===== src/rtl/wdt_ctl_slave.sv =====
module wdt_ctl_slave #(
  parameter int         COMMIT_CYCLES = 20000,
  parameter logic [1:0] WD_RESET      = 2'b11
) (
  input  logic       clk,
  input  logic       rst_n,
  input  logic       scl_i,
  input  logic       sda_i,
  output logic       sda_pull_o,
  input  logic       wp_i,
  input  logic       hv_en_i,
  output logic [1:0] wd_sel_o,
  output logic       trip_raise_o,
  output logic       trip_reset_o
);

  localparam int BW = $clog2(COMMIT_CYCLES + 1);

  typedef enum logic [2:0] {S_IDLE, S_SLV, S_ADR, S_DAT, S_RD, S_SKIP} st_t;
  typedef enum logic [3:0] {OP_NONE, OP_WEL, OP_ARM, OP_CLR, OP_KEEP,
                            OP_COMMIT, OP_PROT, OP_RAISE, OP_RESET} op_t;

  st_t         st, nxt, dec_nxt;
  op_t         op, dec_op;
  logic        scl_q, sda_q, ack_q, dec_ack;
  logic        tgt_trip, a8_q, trip_hi;
  logic [3:0]  cnt;
  logic [7:0]  sr, tx;
  logic [1:0]  wd, op_wd, dec_wd;
  logic        wel, rwel, raise_q, rstp_q;
  logic [BW-1:0] bcnt;

  wire start = scl_q & scl_i & sda_q & ~sda_i;
  wire stop  = scl_q & scl_i & ~sda_q & sda_i;
  wire rise  = ~scl_q & scl_i;
  wire fall  = scl_q & ~scl_i;
  wire busy  = bcnt != '0;
  wire [7:0] reg_byte = {1'b0, wd, 2'b00, rwel, wel, 1'b0};

  assign sda_pull_o   = ack_q | (st == S_RD && !tx[7]);
  assign wd_sel_o     = wd;
  assign trip_raise_o = raise_q;
  assign trip_reset_o = rstp_q;

  always_comb begin
    dec_ack = 1'b0;
    dec_nxt = S_SKIP;
    dec_op  = OP_NONE;
    dec_wd  = wd;
    case (st)
      S_SLV: begin
        if (!busy && sr[7:4] == 4'b1011 && sr[3:2] == 2'b00) begin
          dec_ack = 1'b1;
          dec_nxt = sr[0] ? S_RD : S_ADR;
        end else if (!busy && sr == 8'b1010_0000) begin
          dec_ack = 1'b1;
          dec_nxt = S_ADR;
        end
      end
      S_ADR: begin
        if (tgt_trip ? (sr == 8'h01 || sr == 8'h03) : (a8_q && sr == 8'hFF)) begin
          dec_ack = 1'b1;
          dec_nxt = S_DAT;
        end
      end
      S_DAT: begin
        if (op == OP_NONE) begin
          if (tgt_trip) begin
            if (hv_en_i && sr == 8'h00) begin
              dec_ack = 1'b1;
              dec_op  = trip_hi ? OP_RESET : OP_RAISE;
            end
          end else if (!wel) begin
            if (sr == 8'h02) begin dec_ack = 1'b1; dec_op = OP_WEL; end
          end else if (sr == 8'h00) begin
            dec_ack = 1'b1; dec_op = OP_CLR;
          end else if (!rwel) begin
            if (sr == 8'h02)      begin dec_ack = 1'b1; dec_op = OP_KEEP; end
            else if (sr == 8'h06) begin dec_ack = 1'b1; dec_op = OP_ARM;  end
          end else if ((sr & 8'h9F) == 8'h02) begin
            dec_ack = 1'b1;
            dec_op  = wp_i ? OP_PROT : OP_COMMIT;
            dec_wd  = sr[6:5];
          end else if ((sr & 8'h9F) == 8'h06) begin
            dec_ack = 1'b1; dec_op = OP_KEEP;
          end
          if (dec_ack) dec_nxt = S_DAT;
        end
      end
      default: ;
    endcase
  end

  always_ff @(posedge clk or negedge rst_n) begin
    if (!rst_n) begin
      scl_q <= 1'b1; sda_q <= 1'b1;
      st <= S_IDLE; nxt <= S_IDLE; op <= OP_NONE;
      cnt <= '0; sr <= '0; tx <= '0; ack_q <= 1'b0;
      tgt_trip <= 1'b0; a8_q <= 1'b0; trip_hi <= 1'b0; op_wd <= '0;
      wd <= WD_RESET; wel <= 1'b0; rwel <= 1'b0;
      raise_q <= 1'b0; rstp_q <= 1'b0; bcnt <= '0;
    end else begin
      scl_q   <= scl_i;
      sda_q   <= sda_i;
      raise_q <= 1'b0;
      rstp_q  <= 1'b0;
      if (busy) bcnt <= bcnt - 1'b1;
      if (start) begin
        st <= S_SLV; cnt <= '0; ack_q <= 1'b0; op <= OP_NONE;
      end else if (stop) begin
        st <= S_IDLE; ack_q <= 1'b0; op <= OP_NONE;
        case (op)
          OP_WEL:    wel <= 1'b1;
          OP_ARM:    rwel <= 1'b1;
          OP_CLR:    begin wel <= 1'b0; rwel <= 1'b0; end
          OP_COMMIT: begin wd <= op_wd; rwel <= 1'b0; bcnt <= BW'(COMMIT_CYCLES); end
          OP_PROT:   rwel <= 1'b0;
          OP_RAISE:  raise_q <= 1'b1;
          OP_RESET:  rstp_q <= 1'b1;
          default: ;
        endcase
      end else if (st != S_IDLE && st != S_SKIP) begin
        if (rise && cnt < 4'd8) begin
          cnt <= cnt + 4'd1;
          if (st != S_RD) sr <= {sr[6:0], sda_i};
        end
        if (fall) begin
          if (st == S_RD) begin
            if (cnt == 4'd8)      st <= S_SKIP;
            else if (cnt != 4'd0) tx <= {tx[6:0], 1'b0};
          end else if (cnt == 4'd8) begin
            ack_q <= dec_ack;
            nxt   <= dec_nxt;
            cnt   <= 4'd9;
            if (st == S_SLV) begin tgt_trip <= ~sr[4]; a8_q <= sr[1]; end
            if (st == S_ADR) trip_hi <= sr[1];
            if (st == S_DAT) begin op <= dec_op; op_wd <= dec_wd; end
          end else if (cnt == 4'd9) begin
            ack_q <= 1'b0;
            st    <= nxt;
            cnt   <= '0;
            tx    <= reg_byte;
          end
        end
      end
    end
  end

  assert_latch_order_R5: assert property (@(posedge clk) disable iff (!rst_n)
    rwel |-> wel);

  assert_period_only_at_commit_R6: assert property (@(posedge clk) disable iff (!rst_n)
    (wd != $past(wd)) |-> (bcnt == BW'(COMMIT_CYCLES)));

  assert_silent_while_busy_R11: assert property (@(posedge clk) disable iff (!rst_n)
    busy |-> !sda_pull_o);

  assert_trip_exclusive_R12: assert property (@(posedge clk) disable iff (!rst_n)
    !(trip_raise_o && trip_reset_o));

  assert_trip_single_cycle_R12: assert property (@(posedge clk) disable iff (!rst_n)
    (trip_raise_o || trip_reset_o) |=> !(trip_raise_o || trip_reset_o));

endmodule


===== config.mk =====
export PLATFORM = sky130hd
export DESIGN_NAME = wdt_ctl_slave
export DESIGN_NICKNAME = d
export VERILOG_FILES = /design/src/rtl/wdt_ctl_slave.sv
export SDC_FILE = /design/constraint.sdc
export NUM_CORES = 1
export LEC_CHECK = 0
export BUFFER_PORTS_ARGS = -buffer_cell sky130_fd_sc_hd__clkbuf_2
export CELL_PAD_IN_SITES_DETAIL_PLACEMENT = 1
export CELL_PAD_IN_SITES_GLOBAL_PLACEMENT = 1
export CORE_MARGIN = 3
export CORE_UTILIZATION = 44
export CTS_BUF_LIST = sky130_fd_sc_hd__clkbuf_16
export CTS_CLUSTER_DIAMETER = 80
export DETAILED_ROUTE_END_ITERATION = 16
export HOLD_SLACK_MARGIN = 0.02
export PLACE_DENSITY = 0.73
export SYNTH_ARGS = -nofsm -noshare
export SYNTH_HDL_FRONTEND = slang
export SYNTH_SLANG_ARGS = --single-unit
export TNS_END_PERCENT = 20

===== constraint.sdc =====
create_clock -name clk -period 1.9 [get_ports clk]
set_clock_uncertainty 0.05 [all_clocks]
set_input_delay 0 -clock clk [delete_from_list [all_inputs] [get_ports clk]]
set_output_delay 0 -clock clk [all_outputs]
set_load 0.01 [all_outputs]

==> flow_summary_export.csv, run 1 <==
group,metric,value,unit
worst_setup_path,path_class,"reg2reg",
timing,tightest_slew,0.555,ns
synthesis,ys_seq_elements,58,
synthesis,seq_area_frac_synth,44.8,%
synthesis,async_flop_share,100,%
timing,fmax,498,MHz
timing,hold_viol_final,0,
die,dieArea,8460,sq um
routing,ant_nets,0,
die,start_util,46.6,%
routing,drtIter0Drc,132,
final_layout,fin_area,4240,sq um
worst_setup_path,startpoint_type,"flip-flop",
cts,h-tree-depth,3,
worst_setup_path,end_kind,"flip-flop",
routing,via_per_inst,5.85,
power_and_ir_drop,leakagePower,1.73,nW
die,rows,30,
synthesis,syn_area,3250,sq um
final_layout,diodes,0,
grt,met2_usage,38.4,%
routing,vias,2942,
cts,clock_sinks,58,
grt,grt_pass1_wl,15400,um
final_layout,seq_area,1460,sq um
final_layout,drive_gt1_share,32.4,%
die,dieHeight,92.0,um
worst_setup_path,worstPathMaxFanout,2,
place,place_congestion,0.914,
grt,antenna_found_initial,0,
worst_setup_path,slowest_stage,"or4_4",
synthesis,synth_nets,353,
worst_setup_path,path_cells,"or4_4, mux2_4, o311ai_4, a32oi_1, o41ai_2",
final_layout,multiInputGateArea,1840,sq um
power_and_ir_drop,pwr-share-clk,37.5,%
routing,wl_per_cell,19.2,um
final_layout,fin_util,60.8,%
power_and_ir_drop,p_per_area,991,nW/um^2
die,top_level_ports,11,
power_and_ir_drop,switching_power,1.32,mW
timing,final.period_utilization,106,%
synthesis,synth_ff_type,"dfrtp_1",
routing,drc,0,
cts,clockRootBuffer,"clkbuf_16",
timing,fin_crit,2.01,ns
place,placedCellCount,482,
cts,cts_tree,"yes",
worst_setup_path,reg2reg_from,"sr[2]",
grt,gr-usage-met3,4.10,%
worst_setup_path,critPathMaxStageDelay,0.54,ns
hold_path,hold_path_class,"in2reg",
outcome,violations,"negative setup slack",
place,portBuffers,10,
cts,worstSkewPairLatency,0.33,ns
cts,clock_path_buffers,2,
power_and_ir_drop,irDropWorstVdd,0.000687,V
synthesis,netlist_instances,343,
grt,met1_usage,30.2,%
routing,dr.pass1.iters,4,
timing,holdWs,0.107,ns
job,drv_cap,0,
worst_setup_path,crit_arrival,2.18,ns
timing,setup_viol,2,
worst_setup_path,crit_path_start,"sr[2]",
synthesis,avgSynthCellArea,9.48,sq um
worst_setup_path,cp.required,2.07,ns
grt,grt_pass1_vias,3043,
cts,cts_made_buffers,9,
final_layout,area_growth_syn_to_layout,30.4,%
final_layout,nets,412,
final_layout,fillers,812,
timing,rsz0062_at_grt,"yes",
power_and_ir_drop,p_int,2.88,mW
synthesis,synth_edf_count,0,
timing,slew_viol_final,0,
grt,grt_max_degree,59,
synthesis,ys_types,60,
power_and_ir_drop,design_power_total,4.20,mW
timing,setup_slack,-0.110,ns
place,dpl.hpwl,6460,um
routing,drt_wl_total,9640,um
place,place_area,3760,sq um
grt,grt_overflow,0,
power_and_ir_drop,switching_share,31.4,%
timing,slew_headroom,62.5,%
grt,grt_usage,23.3,%
power_and_ir_drop,power_frac_seq,35.7,%
synthesis,yosys_warnings,0,
hold_path,hold_start,"wp_i",
die,core_area,6980,sq um
cts,clkTransAtPathRegs,0.05,ns
die,fp.dieW,92.0,um
power_and_ir_drop,combPwrFrac,26.9,%
final_layout,stdcell_count,503,
outcome,status,"complete, but fails checks",
grt,top_usage_layer,"met2",
## routing by layer
| metal | routed length [um] | part of all wire [%] |
|---|---|---|
| met3 | 223 | 2.3 |
| met5 | 0 | 0 |
| met4 | 203 | 2.1 |
| met2 | 4800 | 50 |
| met1 | 4420 | 46 |
## Yosys cell counts (all sizes together), types with 2 or more instances
cell type	count	area [sq um]
a31oi	3	18.8
nand3b	5	37.5
o21bai	3	22.5
or2	4	25.0
or4	2	18.8
nand4b	4	35.0
nor2	38	143
xnor2	6	52.6
a21oi	14	70.1
nand4	8	50.1
inv	8	30.0
mux2i	8	80.1
nor3	12	70.1
nor2b	5	31.3
o2bb2ai	5	43.8
dfstp	4	105
o211ai	3	22.5
nor3b	5	42.5
and3b	2	18.8
o41ai	2	25.0
nor4	9	62.6
mux2	12	139
o21a	3	22.5
nand2	30	113
o22ai	3	18.8
ha	4	50.1
o21ai	20	100
nor4b	2	17.5
a211oi	2	15.0
o31ai	6	45.0
nand3	12	60.1
xor2	7	61.3
or3b	2	17.5
nand2b	5	31.3
buf	9	56.3
dfrtp	54	1350
clkbuf	10	37.5
## kinds of logic (layout without fill, tap and decap cells)
group / Yosys count / in the layout / share of synthesized area, %
buffers and inverters: 27 / 91 / 3.81
AO/OA/AOI/OAI: 74 / 74 / 15.4
multiplexers: 20 / 20 / 6.73
flip-flops: 58 / 58 / 44.8
XOR/XNOR: 13 / 13 / 3.50
AND/OR/NAND/NOR: 147 / 147 / 24.3
adder cells (fa/ha/maj): 4 / 4 / 1.54
## metrics by stage
stage          setup WS, ns  setup TNS [ns]
3_5_place_dp         -0.102          -0.166
3_3_place_gp         0.0106               0
5_1_grt              -0.177          -0.552
2_1_floorplan       -0.0845          -0.134
6_report             -0.110          -0.172
4_1_cts              -0.114          -0.170
## area by class of cell
| type | instances | share of cell area, % |
|---|---|---|
| inverters | 8 | 0.708 |
| multi-input cells | 258 | 43.3 |
| repair buffers | 67 | 12.0 |
| clock buffers | 9 | 5.31 |
| well taps | 96 | 2.83 |
| clock inverters | 7 | 1.47 |
| flip-flops and latches | 58 | 34.3 |
## path summary, 6_finish.rpt
kind                                    end  slack (ns)  cells after the start
worst max-delay path                  ack_q       -0.11                      5
worst min-delay path                  op[1]        0.11                      5
worst max register to register        ack_q       -0.11                      5
worst min register to register        tx[3]        0.43                      2
max in group asynchronous       wd_sel_o[1]        1.30                      3
min in group asynchronous            cnt[0]        0.18                      3
## power by group through the flow
stage          logic (mW)  clock network (mW)  registers [mW]
6_report             1.13                1.57            1.50
5_1_grt              1.22                1.66            1.52
4_1_cts              1.07                1.60            1.49
2_1_floorplan       0.683                   0            1.45
3_5_place_dp         1.05                   0            1.51
3_3_place_gp         1.01                   0            1.50
## layout by cell type (no fill, tap or decap), types with 5 or more instances in the layout
master,instances
a21oi_1,13
buf_4,52
clkbuf_16,9
clkbuf_2,10
dfrtp_1,54
inv_1,6
mux2_2,11
mux2i_1,8
nand2_1,30
nand2b_1,5
nand3_1,12
nand3b_1,5
nand4_1,8
nor2_1,35
nor2b_1,5
nor3_1,9
nor4_2,5
o21ai_0,19
o2bb2ai_1,5
xnor2_1,5
xor2_1,7
## worst max-delay path, delay by kind of cell (launching register included)
kind | cells | cell delay [ns]
AOI/OAI and AO/OA | 3 | 0.64
and+or+nand+nor | 1 | 0.54
DFF | 1 | 0.38
muxes | 1 | 0.29
## what timing repair did
action,4_1_cts,5_1_grt
hold endpoints to repair,61,0
hold buffers,3,0
pin swaps,1,8
buffers inserted,0,2
gates resized for setup,6,28
setup endpoints to repair,19,33
## sequential cells by signal, summed over array words and instances (netlist names), 2 cells and up
register / count
wd_sel_o: 2
tx: 7
cnt: 4
st: 3
nxt: 3
op_wd: 2
sr: 8
op: 4
bcnt: 15
No activity file was read; power rests on OpenSTA's default activity.
==> run 2: changes to the inputs <==
--- a/config.mk
+++ b/config.mk
@@ -5,14 +5,14 @@
 export SDC_FILE = /design/constraint.sdc
 export NUM_CORES = 1
 export LEC_CHECK = 0
-export BUFFER_PORTS_ARGS = -buffer_cell sky130_fd_sc_hd__clkbuf_2
 export CELL_PAD_IN_SITES_DETAIL_PLACEMENT = 1
 export CELL_PAD_IN_SITES_GLOBAL_PLACEMENT = 1
 export CORE_MARGIN = 3
-export CORE_UTILIZATION = 44
+export CORE_UTILIZATION = 45
 export CTS_BUF_LIST = sky130_fd_sc_hd__clkbuf_16
 export CTS_CLUSTER_DIAMETER = 80
 export DETAILED_ROUTE_END_ITERATION = 16
+export DONT_BUFFER_PORTS = 1
 export HOLD_SLACK_MARGIN = 0.02
 export PLACE_DENSITY = 0.73
 export SYNTH_ARGS = -nofsm -noshare
==> run 2 against run 1 <==
  * The flow still finishes with violations (negative setup slack)
  * Cell count is 0.20% higher
  * Non-clock buffer count grew 1
  * Flip-flop and latch count is the same
  * Core utilization up 1.6 points
  * Sequential power hardly changed
==> flow_summary_export.csv, run 2 (synthesis gave the netlist of run 1 again) <==
group,metric,value,unit
timing,fin_crit,1.98,ns
worst_setup_path,reg2reg_to,"nxt[2]",
final_layout,regMostFlops,"bcnt",
worst_setup_path,crit_end,"nxt[2]",
timing,setup_slack,-0.0828,ns
place,place_congestion,0.859,
grt,top_usage_layer,"met2",
final_layout,final_cell_mix,"buf_4 (58), dfrtp_1 (54), nor2_1 (33)",
worst_setup_path,path_class,"reg2reg",
grt,grt_pass1_wl,15600,um
worst_setup_path,crit_arrival,2.14,ns
final_layout,fin_util,62.3,%
timing,hold_viol_final,0,
timing,slew_viol_final,0,
cts,cts_tree,"yes",
outcome,status,"complete, but fails checks",
routing,vias,2944,
power_and_ir_drop,design_power_total,4.09,mW
outcome,violations,"negative setup slack",
cts,cts_made_buffers,9,
worst_setup_path,startpoint_type,"flip-flop",
die,rows,30,
timing,tightest_slew,0.585,ns
timing,slew_headroom,60.9,%
die,fp.dieW,91.0,um
routing,drtIter0Drc,180,
cts,h-tree-depth,3,
grt,met1_usage,30.8,%
final_layout,final_common_cell,"buf_4",
timing,rsz0062_at_grt,"yes",
power_and_ir_drop,irDropWorstVdd,0.000669,V
final_layout,nets,413,
cts,clock_sinks,58,
routing,ant_nets,0,
grt,grt_max_degree,59,
place,portBuffers,0,
die,top_level_ports,11,
worst_setup_path,crit_path_start,"bcnt[0]",
routing,drc,0,
routing,via_per_inst,5.84,
job,drv_cap,0,
grt,grt_pass1_vias,3101,
power_and_ir_drop,p_per_area,950,nW/um^2
final_layout,diodes,0,
grt,antenna_found_initial,0,
worst_setup_path,worstPathMaxFanout,3,
cts,clkTransAtPathRegs,0.06,ns
grt,met2_usage,40.2,%
cts,worstSkewPairLatency,0.33,ns
power_and_ir_drop,leakagePower,1.74,nW
timing,fmax,504,MHz
worst_setup_path,reg2reg_from,"bcnt[0]",
final_layout,area_growth_syn_to_layout,32.3,%
timing,final.period_utilization,104,%
place,place_ws,-0.0683,ns
final_layout,drive_gt1_share,33.3,%
worst_setup_path,end_kind,"flip-flop",
routing,wl_per_cell,19.6,um
grt,gr-usage-met3,3.31,%
die,start_util,47.1,%
worst_setup_path,r2r_slack,-0.08,ns
timing,setup_viol,9,
grt,grt_overflow,0,
die,dieArea,8290,sq um
final_layout,largest_register_ffs,15,
place,dpl.hpwl,6360,um
final_layout,fin_area,4300,sq um
final_layout,reg.largest.list,"bcnt (15), sr (8), tx (7)",
routing,dr.pass1.iters,4,
grt,grt_usage,23.7,%
cts,clock_path_buffers,2,
place,place_area,3740,sq um
hold_path,hold_path_class,"in2reg",
worst_setup_path,cp.required,2.05,ns
cts,clockRootBuffer,"clkbuf_16",
routing,drt_wl_total,9900,um
die,dieHeight,91.0,um
die,core_area,6910,sq um
worst_setup_path,reg2reg_depth,7,
==> run 2: cell types whose count changed in the layout (fill, tap and decap cells not counted), moves of 2 or more <==
cell,change
nor2_2,+2
clkbuf_2,-10
dlygate4sd3_1,+2
buf_4,+6
clkinv_1,+2
buf_6,+3
nand2_1,-2
nor2_1,-2
nand2_2,+2
inv_2,-2
==> run 2: layer usage <==
layer,share of wire [%],wire length (um),up-vias
met5,0,0,-
met4,2.2,218,0
met3,3.0,301,21
met2,50,4920,49
met1,45,4450,1504
li1,-,-,1370
==> run 2: where the power goes <==
part / switching, mW / internal (mW) / leakage, nW
registers: 0.120 / 1.36 / 0.715
clock network: 0.574 / 0.864 / 0.131
logic: 0.622 / 0.550 / 0.891
total: 1.32 / 2.77 / 1.74
==> run 2: timing repair <==
item | in CTS | in global routing
endpoints found under the hold margin | 66 | 0
endpoints found under the setup margin | 14 | 40
resized for setup | 10 | 35
hold buffers | 6 | 0
setup buffers | 0 | 5
gates cloned | 0 | 1
pin swaps | 2 | 16
==> run 2: area by class of cell <==
class / instances / area, sq um
clock buffers: 9 / 225
clock inverters: 7 / 37.5
fillers: 777 / 2600
inverters: 8 / 30.0
multi-input cells: 258 / 1870
flip-flops and latches: 58 / 1460
well taps: 96 / 120
repair buffers: 68 / 567
==> run 2: through the flow <==
stage	hold slack [ns]	setup TNS [ns]	std cells
finish	0.0356	-0.481	504
global route	0.0494	-1.66	504
CTS	0.0233	-0.0667	499
detailed placement	-0.344	-0.195	477
global placement	-0.344	-0.0283	477
floorplan	-0.346	-0.134	343
==> run 2: worst max-delay path: stages, from the launching register on <==
cell and delay, ns:
dfrtp_1 0.38, inv_1 0.07, ha_2 0.19, nor4b_2 0.20
nand4_1 0.24, nor4_1 0.38, o22ai_1 0.16, o22a_1 0.18
==> run 2: worst min path at each step <==
stage	from	end	slack (ns)	depth (start not counted)
4_1_cts	scl_i	op[3]	0.02	3
3_5_place_dp	rst_n	cnt[2]	-0.34	0
2_1_floorplan	rst_n	a8_q	-0.35	0
3_3_place_gp	rst_n	cnt[0]	-0.34	0
6_report	scl_i	cnt[1]	0.04	3
5_1_grt	scl_i	cnt[1]	0.05	3
==> run 3: changes to the inputs <==
--- a/config.mk
+++ b/config.mk
@@ -5,6 +5,7 @@
 export SDC_FILE = /design/constraint.sdc
 export NUM_CORES = 1
 export LEC_CHECK = 0
+export CAP_MARGIN = 10
 export CELL_PAD_IN_SITES_DETAIL_PLACEMENT = 1
 export CELL_PAD_IN_SITES_GLOBAL_PLACEMENT = 1
 export CORE_MARGIN = 3
==> constraint.sdc (replaced) <==
create_clock -name clk -period 1.9 [get_ports clk]
set_clock_uncertainty 0.05 [all_clocks]
set_input_delay 0.38 -clock clk [delete_from_list [all_inputs] [get_ports clk]]
set_output_delay 0.38 -clock clk [all_outputs]
set_load 0.01 [all_outputs]
==> run 3 against run 2 <==
  * Clock power about the same
  * Cell area down 0.81%
  * Flip-flop and latch count unchanged
  * Worst hold slack better by 0.13 ns
  * Die area unchanged
  * The flow still finishes with violations (negative setup slack)
  * Non-clock buffer count down 4
  * Via count down 1.0%
  * Critical path depth down 2
  * Sequential share of layout area up 0.28 points
  * Total power down 0.91%
  * Register-to-register slack better by 0.03 ns
==> flow_summary_export.csv, run 3 (synthesis gave the netlist of run 1 again) <==
group,metric,value,unit
outcome,status,"complete, but fails checks",
outcome,violations,"negative setup slack",
die,dieHeight,91.0,um
final_layout,final_common_cell,"buf_4",
final_layout,area_growth_syn_to_layout,31.2,%
hold_path,whs_endpoint,"sr[0]",
hold_path,hold_path_class,"in2reg",
final_layout,largest_register_ffs,15,
grt,top_usage_layer,"met2",
timing,tightest_slew,0.687,ns
final_layout,drive_gt1_share,32.2,%
cts,clock_path_buffers,2,
cts,cts_tree,"yes",
worst_setup_path,reg2reg_from,"sr[2]",
grt,grt_overflow,0,
grt,met2_usage,40.1,%
routing,ant_nets,0,
timing,hold_viol_final,0,
timing,slew_headroom,54.0,%
die,top_level_ports,11,
final_layout,nets,409,
final_layout,reg.largest.list,"bcnt (15), sr (8), tx (7)",
worst_setup_path,crit_arrival,2.13,ns
timing,setup_viol,3,
grt,antenna_found_initial,0,
timing,rsz0062_at_grt,"yes",
routing,vias,2914,
routing,drtIter0Drc,127,
worst_setup_path,cp.required,2.07,ns
power_and_ir_drop,irDropWorstVdd,0.000578,V
hold_path,hold_start,"sda_i",
cts,clkTransAtPathRegs,0.05,ns
place,place_congestion,0.859,
cts,clock_sinks,58,
worst_setup_path,worstPathMaxFanout,2,
die,start_util,47.1,%
cts,worstSkewPairLatency,0.32,ns
worst_setup_path,startpoint_type,"flip-flop",
place,placedCellCount,477,
routing,drc,0,
place,dpl.hpwl,6360,um
routing,via_per_inst,5.83,
grt,grt_usage,23.7,%
die,rows,30,
worst_setup_path,r2r_slack,-0.06,ns
final_layout,fillers,767,
final_layout,regMostFlops,"bcnt",
worst_setup_path,end_kind,"flip-flop",
die,dieArea,8290,sq um
timing,slew_viol_final,0,
final_layout,diodes,0,
final_layout,final_cell_mix,"buf_4 (57), dfrtp_1 (54), nor2_1 (36)",
grt,grt_max_degree,59,
grt,grt_pass1_vias,3078,
timing,fmax,511,MHz
final_layout,stdcell_count,500,
power_and_ir_drop,leakagePower,1.74,nW
cts,cts_made_buffers,9,
hold_path,whs_path_depth,1,
timing,fin_crit,1.96,ns
timing,holdWs,0.165,ns
worst_setup_path,path_class,"reg2reg",
die,fp.dieW,91.0,um
routing,dr.pass1.iters,4,
timing,fin_tns_setup,-0.0781,ns
place,portBuffers,0,
grt,gr-usage-met3,3.31,%
power_and_ir_drop,design_power_total,4.05,mW
final_layout,fin_util,61.8,%
routing,wl_per_cell,19.2,um
cts,h-tree-depth,3,
routing,drt_wl_total,9600,um
grt,met1_usage,31.1,%
job,drv_cap,0,
timing,setup_slack,-0.0573,ns
cts,clockRootBuffer,"clkbuf_16",
worst_setup_path,reg2reg_to,"ack_q",
timing,final.period_utilization,103,%
die,core_area,6910,sq um
power_and_ir_drop,p_per_area,949,nW/um^2
grt,grt_pass1_wl,15700,um
worst_setup_path,reg2reg_depth,5,
[run 3: cell count changes in the layout (fill, tap and decap cells not counted), moves of 2 or more]
| cell | delta |
|---|---|
| dlygate4sd3_1 | -2 |
| nor4_2 | -2 |
| nor2_2 | -3 |
| nor2_1 | +3 |
[run 3: worst max-delay path: stages (launching register included)]
cell and delay [ns]:
dfrtp_1 0.38, or4_4 0.54, mux2_4 0.29, o311ai_4 0.24, a32oi_1 0.15, o41ai_2 0.21
[run 3: what timing repair did]
action | 4_1_cts | 5_1_grt
gates cloned | 0 | 0
setup endpoints to repair | 15 | 41
hold buffers | 4 | 0
buffers inserted | 0 | 3
gates resized for setup | 15 | 25
endpoints found under the hold margin | 60 | 0
pin swaps | 6 | 15
[run 3: report_power, final]
part	leakage (nW)	internal [mW]	switching, mW
clock	0.131	0.864	0.563
sequential	0.715	1.36	0.116
combinational	0.895	0.540	0.609
total	1.74	2.76	1.29
[run 3: worst max-delay path by stage]
stage,from,to,slack (ns)
after floorplan,sr[2],ack_q,-0.08
after global placement,sr[2],ack_q,-0.03
after detailed placement,sr[0],ack_q,-0.07
after CTS,sr[2],ack_q,-0.06
after global routing,sr[2],ack_q,-0.14
final,sr[2],ack_q,-0.06
[run 3: area by class of cell]
class                   instances  area, sq um  share of cell area (%)
repair buffers                 64          528                    12.4
flip-flops and latches         58         1460                    34.1
clock buffers                   9          225                    5.28
clock inverters                 7         37.5                   0.879
inverters                       8         30.0                   0.703
multi-input cells             258         1870                    43.8
well taps                      96          120                    2.81
[run 3: metrics by stage]
step	setup slack, ns	instance area, sq um
after detailed placement	-0.0683	3740
after global placement	-0.0283	3740
after global routing	-0.137	4270
final	-0.0573	4270
after CTS	-0.0620	4120
after floorplan	-0.0845	3270
[run 3: layer usage]
layer | share of wire (%) | up-vias
met4 | 1.1 | 0
met5 | 0 | -
met1 | 45 | 1502
met3 | 3.0 | 9
li1 | - | 1362
met2 | 51 | 41
